===== src/rtl/smb_target.sv =====
module smb_target #(
  parameter logic [6:0] STRAP_BASE = 7'h50
) (
  input  logic       clk,
  input  logic       rst_n,
  input  logic       scl_in,
  input  logic       sda_in,
  output logic       sda_oe,
  input  logic [6:0] addr_reg,
  input  logic [1:0] strap_sel,
  input  logic       reboot_busy,
  input  logic       flash_busy,
  input  logic       cmd_illegal,
  output logic [7:0] rf_addr,
  output logic       rf_wr,
  output logic [7:0] rf_wdata,
  input  logic [7:0] rf_rdata
);

  typedef enum logic [2:0] {P_IDLE, P_ADDR, P_CMD, P_WR, P_RD} phase_t;

  phase_t     ph;
  logic [1:0] scl_q, sda_q;
  logic       scl_d, sda_d;
  logic [3:0] bitcnt;
  logic [7:0] rx, tx;
  logic       rw, mack, start_hi;

  wire scl_s     = scl_q[1];
  wire sda_s     = sda_q[1];
  wire start_det = scl_s & scl_d & sda_d & ~sda_s;
  wire stop_det  = scl_s & scl_d & ~sda_d & sda_s;
  wire rise      = scl_s & ~scl_d;
  wire fall      = ~scl_s & scl_d;
  wire reg_ok    = (addr_reg != 7'h00) && (addr_reg != 7'h09) && (addr_reg != 7'h7F);
  wire [6:0] eff_addr = reg_ok ? addr_reg : STRAP_BASE + {5'b0, strap_sel};
  wire cmd_block = reboot_busy | flash_busy | cmd_illegal;

  always_ff @(posedge clk or negedge rst_n) begin
    if (!rst_n) begin
      scl_q <= 2'b11;
      sda_q <= 2'b11;
      scl_d <= 1'b1;
      sda_d <= 1'b1;
    end else begin
      scl_q <= {scl_q[0], scl_in};
      sda_q <= {sda_q[0], sda_in};
      scl_d <= scl_s;
      sda_d <= sda_s;
    end
  end

  always_ff @(posedge clk or negedge rst_n) begin
    if (!rst_n) begin
      ph       <= P_IDLE;
      bitcnt   <= '0;
      rx       <= '0;
      tx       <= '0;
      rw       <= 1'b0;
      mack     <= 1'b0;
      start_hi <= 1'b0;
      sda_oe   <= 1'b0;
      rf_addr  <= '0;
      rf_wr    <= 1'b0;
      rf_wdata <= '0;
    end else begin
      rf_wr <= 1'b0;
      if (fall) start_hi <= 1'b0;
      if (start_det) begin
        ph       <= P_ADDR;
        bitcnt   <= '0;
        sda_oe   <= 1'b0;
        start_hi <= 1'b1;
      end else if (stop_det && !start_hi) begin
        ph     <= P_IDLE;
        sda_oe <= 1'b0;
      end else if (ph != P_IDLE) begin
        if (rise) begin
          if (bitcnt < 4'd8) rx <= {rx[6:0], sda_s};
          else               mack <= ~sda_s;
          bitcnt <= bitcnt + 4'd1;
        end
        if (fall) begin
          if (bitcnt == 4'd8) begin
            case (ph)
              P_ADDR: if (rx[7:1] == eff_addr) begin
                        sda_oe <= 1'b1;
                        rw     <= rx[0];
                      end else ph <= P_IDLE;
              P_CMD:  if (!cmd_block) begin
                        sda_oe  <= 1'b1;
                        rf_addr <= rx;
                      end else ph <= P_IDLE;
              P_WR:   begin
                        sda_oe   <= 1'b1;
                        rf_wr    <= 1'b1;
                        rf_wdata <= rx;
                      end
              P_RD:   begin
                        sda_oe  <= 1'b0;
                        rf_addr <= rf_addr + 8'd1;
                      end
              default: ;
            endcase
          end else if (bitcnt == 4'd9) begin
            bitcnt <= '0;
            sda_oe <= 1'b0;
            case (ph)
              P_ADDR: if (rw) begin
                        ph     <= P_RD;
                        tx     <= rf_rdata;
                        sda_oe <= ~rf_rdata[7];
                      end else ph <= P_CMD;
              P_CMD:  ph <= P_WR;
              P_WR:   rf_addr <= rf_addr + 8'd1;
              P_RD:   if (mack) begin
                        tx     <= rf_rdata;
                        sda_oe <= ~rf_rdata[7];
                      end else ph <= P_IDLE;
              default: ;
            endcase
          end else if (ph == P_RD) begin
            sda_oe <= ~tx[3'd7 - bitcnt[2:0]];
          end
        end
      end
    end
  end

  AST_IDLE_RELEASED: assert property (@(posedge clk) disable iff (!rst_n)
    (ph == P_IDLE) |-> !sda_oe);
  AST_ACK_HELD: assert property (@(posedge clk) disable iff (!rst_n)
    (bitcnt == 4'd9 && (ph == P_ADDR || ph == P_CMD || ph == P_WR)) |-> sda_oe);
  AST_READ_ACK_FREE: assert property (@(posedge clk) disable iff (!rst_n)
    (bitcnt == 4'd9 && ph == P_RD) |-> !sda_oe);
  AST_WR_FROM_WRITE: assert property (@(posedge clk) disable iff (!rst_n)
    rf_wr |-> $past(ph == P_WR));
  AST_CMD_REFUSED: assert property (@(posedge clk) disable iff (!rst_n)
    (fall && bitcnt == 4'd8 && ph == P_CMD && cmd_block) |=> (!sda_oe && ph == P_IDLE));
  AST_STOP_IDLES: assert property (@(posedge clk) disable iff (!rst_n)
    (stop_det && !start_hi) |=> ph == P_IDLE);
  AST_START_RESTARTS: assert property (@(posedge clk) disable iff (!rst_n)
    start_det |=> (ph == P_ADDR && bitcnt == 4'd0 && !sda_oe));

endmodule


===== config.mk =====
export PLATFORM = sky130hd
export DESIGN_NAME = smb_target
export DESIGN_NICKNAME = d
export VERILOG_FILES = /design/src/rtl/smb_target.sv
export SDC_FILE = /design/constraint.sdc
export NUM_CORES = 1
export LEC_CHECK = 0
export ABC_AREA = 1
export ABC_CLOCK_PERIOD_IN_PS = 1990
export CORE_MARGIN = 5
export CORE_UTILIZATION = 54
export DETAILED_ROUTE_END_ITERATION = 10
export PLACE_DENSITY = 0.8
export SKIP_CTS_REPAIR_TIMING = 1
export SYNTH_ARGS = -nofsm -noshare
export SYNTH_HDL_FRONTEND = slang
export SYNTH_SLANG_ARGS = --single-unit

===== constraint.sdc =====
create_clock -name clk -period 1.99 [get_ports clk]
set_input_delay 0.199 -clock clk [delete_from_list [all_inputs] [get_ports clk]]
set_output_delay 0.199 -clock clk [all_outputs]
set_load 0.02 [all_outputs]

==> impl.org <==
** Status
- Run status :: finished, final reports clean

** Synth
- Cell variety after synth :: 40
- In the synthesized netlist, the cells that appear most often are sky130_fd_sc_hd__nand2_1 (85), sky130_fd_sc_hd__dfrtp_1 (44), sky130_fd_sc_hd__inv_1 (44), sky130_fd_sc_hd__o21ai_0 (31), sky130_fd_sc_hd__nand3_1 (24).
- For this run, the leading register cell type out of synthesis is sky130_fd_sc_hd__dfrtp_1.
- Post-synthesis sequential area ratio :: 45.11%
- Cell accounting for the most synthesized area :: sky130_fd_sc_hd__dfrtp_1
- Summing every instance area after synthesis gives 0.002790 mm^2.
- The share of synthesized area in the top cell type comes to 39.46%.
- After synthesis, the mean cell area works out to 8.206 um^2.
- The number of nets in the synthesized netlist is 368.
- Async S/R FF share, synth :: 100.0%
- Counting flops and latches in the post-synthesis netlist gives 50.
- YS warnings :: 0
- Ranked by total cell area, the synthesized netlist is headed by sky130_fd_sc_hd__dfrtp_1 (39%), sky130_fd_sc_hd__nand2_1 (11%), sky130_fd_sc_hd__inv_1 (5.9%), sky130_fd_sc_hd__dfstp_2 (5.7%), sky130_fd_sc_hd__o21ai_0 (5.6%).
- The synthesized design contains 0 enable-type register cells.
- Among all cell types in the netlist, the one instantiated most often is sky130_fd_sc_hd__nand2_1.
- In the synthesized netlist, the number of instances is 340.

** STA
- The number of max-slew violations in the final report is 0.
- Part of the cycle the worst path needs :: 92.70%
- Setup Viol. Count Final :: 0
- For the final routed database, the setup TNS stands at 0 ns.
- Headroom to the max-slew limit :: 67.69%
- The clock period could shrink to 1.845 ns.
- The final-report hold violation count is 0.
- Final setup slack of the worst path :: 0.1452 ns
- At the pin with the least slew margin, the transition time is 0.4835 ns.
- Setup repair after global routing left no endpoint under its margin.
- Max Clk Rate :: 0.5421 GHz
- Worst clock skew on the final layout :: 0.008463 ns

** Pwr
- Internal power comes to 0.001943 W.
- Leakage :: 1.622 nW
- Sw Ratio :: 35.30%
- Switching power total :: 0.001060 W
- Part of the total power dissipated in the clock network :: 24.5%
- Share of total power in combinational logic :: 30.4%
- Across the VDD grid, the largest voltage drop is 0.0004380 V.
- Registers are responsible for 45.2% of the overall power.
- The design draws 0.003004 W.
- Power per cell area :: 861.0 mW/mm^2

** Clock tree
- The H-tree generated during clock tree synthesis spans 2 levels.
- The cell sitting at the root of the clock tree is a sky130_fd_sc_hd__clkbuf_8.
- Clock-pin slew was measured on the worst setup and hold paths at 0.08 ns.
- The clock net in this run drives a total of 50 sinks.
- Counting the buffers created by CTS gives 5.
- TritonCTS built the clock tree.
- Clock insertion delay at the later pin of the skew report :: 0.31 ns
- No sink is reached through more buffers than the 2 on the longest clock path.

** Detailed routing
- Remaining antenna violation count after routing :: 0
- Pre-Repair DR Iteration Count :: 5
- The final layout contains routed wiring with a total length of 6278 um.
- After detailed routing, the number of vias per cell comes to 5.386.
- Number of remaining DRC errors :: 0
- DRC marker count from the first detailed-route iteration :: 171
- Via total after detailed routing :: 2526
- In the final routed layout, each cell accounts on average for 13.39 um.

** GRT
- Entering global routing, the biggest net connects 19 pins.
- All-Layer GR Usage :: 21.08%
- Via count of the first global-routing pass :: 2457
- For this run the aggregate overflow at the end of global routing stands at 0.
- Global-route wire length before repair :: 10950 um
- Antenna violations before repair :: 0

** Final layout
- For this run, the share of the core covered by cells in the final layout is 68.74%.
- In the final design database the tool counted 426 nets.
- 0 antenna diodes ended up in the layout.
- Of the cells placed in the final design, the portion with a size suffix greater than 1 is 16.29%.
- Leaving out filler cells and counting taps, the final layout contains 469.
- Relative to the synthesized area, the layout overhead comes to 25.02%.
- Counting the fill cells in the layout gives 426.

** Critical path
- STA classifies the critical path startpoint as a flop.
- In this run the worst path has a maximum fanout of 9.
- Type of destination of the critical path :: flop
- Arrival time of the worst setup path :: 2.03 ns
- Kind of critical path :: reg2reg
- Required time of the worst setup path :: 2.18 ns
- Worst Reg-to-Reg Cells :: 7

** Flow run
- Max-cap violations in this run came to 0.

** Min path
- The worst hold path belongs to the class in2reg.
- Along the worst hold path, the cell count comes to 1.

** Die
- Area of the core region :: 0.005075 mm^2
- Starting utilization of the core area :: 54.98%
- After floorplanning, the core was divided into 26 placement rows.
- Die width :: 81.88 um
- The die covers 0.006704 mm^2.
- Chip Height :: 81.88 um
- Number of primary I/O pins :: 42

** Placed design
- Port buffering added 41 buffers.
- Routability-driven placement finished with a final weighted congestion of 0.8470.
- DP Cell Count :: 458
- Worst setup timing slack at the placement stage :: -0.02923 ns
- Detailed placement ended at an HPWL of 4814 um.
==> final timing paths <==
path	start	end	slack, ns
setup / recovery	bitcnt[1]	tx[4]	0.15
hold / removal	scl_in	scl_q[0]	0.31
setup reg to reg	bitcnt[1]	tx[4]	0.15
hold reg to reg	scl_q[0]	scl_q[1]	0.36
max in group asynchronous	rst_n	sda_d	1.02
min in group asynchronous	rst_n	bitcnt[3]	0.34
==> metrics by stage <==
stage          instance area (um^2)  hold slack, ns
4_1_cts                        3453         -0.1900
6_report                       3488          0.3093
5_1_grt                        3488          0.3180
3_5_place_dp                   3337          0.1391
2_1_floorplan                  2790        -0.09659
3_3_place_gp                   3337          0.1430
==> kinds of logic after synthesis <==
kind of cell	after synthesis	share of synthesized area, %
XOR/XNOR	5	1.569
adder cells (fa/ha/maj)	4	1.794
AO/OA/AOI/OAI	60	13.50
flip-flops	50	45.11
AND/OR/NAND/NOR	159	27.04
buffers and inverters	55	8.161
multiplexers	7	2.825
==> per-layer routing <==
layer / vias up / wire, um / share of wire (%) / global-route usage (%)
li1: 1242 / - / - / -
met1: 1199 / 2719 / 43 / 26.16
met2: 68 / 3142 / 50 / 36.83
met3: 17 / 271 / 4.3 / 2.851
met4: 0 / 144 / 2.3 / 8.472
met5: - / 0 / 0 / 0
==> critical path, cell delays in order (launching register included) <==
cell	delay, ns
sky130_fd_sc_hd__dfrtp_2	0.47
sky130_fd_sc_hd__inv_1	0.09
sky130_fd_sc_hd__ha_1	0.19
sky130_fd_sc_hd__nand3_2	0.15
sky130_fd_sc_hd__nor2_4	0.16
sky130_fd_sc_hd__buf_4	0.13
sky130_fd_sc_hd__o2111ai_4	0.20
sky130_fd_sc_hd__mux2_2	0.33
==> layout by cell type, fill, tap and decap left out, types with 2 or more instances in the layout <==
| cell | netlist | routed |
|---|---|---|
| sky130_fd_sc_hd__nand4_1 | 6 | 6 |
| sky130_fd_sc_hd__inv_2 | 5 | 5 |
| sky130_fd_sc_hd__dfstp_2 | 6 | 6 |
| sky130_fd_sc_hd__xor2_1 | 4 | 4 |
| sky130_fd_sc_hd__nand3_2 | 5 | 5 |
| sky130_fd_sc_hd__clkdlybuf4s50_1 | 0 | 40 |
| sky130_fd_sc_hd__o21ai_1 | 2 | 2 |
| sky130_fd_sc_hd__o21ai_0 | 31 | 31 |
| sky130_fd_sc_hd__nor2_4 | 4 | 4 |
| sky130_fd_sc_hd__nand2_1 | 85 | 84 |
| sky130_fd_sc_hd__nor2_2 | 2 | 2 |
| sky130_fd_sc_hd__nor2_1 | 17 | 17 |
| sky130_fd_sc_hd__o31ai_1 | 3 | 3 |
| sky130_fd_sc_hd__ha_1 | 4 | 4 |
| sky130_fd_sc_hd__dfrtp_2 | 0 | 2 |
| sky130_fd_sc_hd__o22ai_1 | 2 | 2 |
| sky130_fd_sc_hd__nor4_1 | 2 | 2 |
| sky130_fd_sc_hd__dfrtp_1 | 44 | 42 |
| sky130_fd_sc_hd__mux2_2 | 7 | 7 |
| sky130_fd_sc_hd__nand3_1 | 24 | 24 |
| sky130_fd_sc_hd__inv_1 | 44 | 44 |
| sky130_fd_sc_hd__buf_4 | 1 | 15 |
| sky130_fd_sc_hd__a21oi_1 | 7 | 7 |
| sky130_fd_sc_hd__nor3_1 | 8 | 7 |
| sky130_fd_sc_hd__nand2_2 | 3 | 4 |
| sky130_fd_sc_hd__o211ai_1 | 4 | 4 |
| sky130_fd_sc_hd__a31oi_1 | 3 | 3 |
| sky130_fd_sc_hd__clkbuf_8 | 0 | 6 |
==> state kept, by name, indices dropped and copies added (netlist names), 2 cells and up <==
name      flops
ph            3
rf_addr       8
rx            8
bitcnt        4
scl_q         2
sda_q         2
rf_wdata      8
tx            8
==> power groups by stage <==
stage | sequential [W] | combinational [W] | clock, W
finish | 0.00136 | 0.000912 | 0.000734
global route | 0.00138 | 0.00103 | 0.000785
CTS | 0.00135 | 0.000902 | 0.000752
detailed placement | 0.00137 | 0.000894 | 0
global placement | 0.00137 | 0.000879 | 0
floorplan | 0.00134 | 0.000580 | 0
==> final cells by class <==
cell class	instances	area, um^2	area share (%)
Clock buffer	7	86.33	2.475
Clock inverter	1	30.03	0.8608
Inverter	49	183.9	5.273
Sequential cell	50	1261	36.15
Timing Repair Buffer	57	528.0	15.14
Multi-Input combinational cell	235	1311	37.59
Tap cell	70	87.58	2.511
No activity file was read; power rests on OpenSTA's default activity.
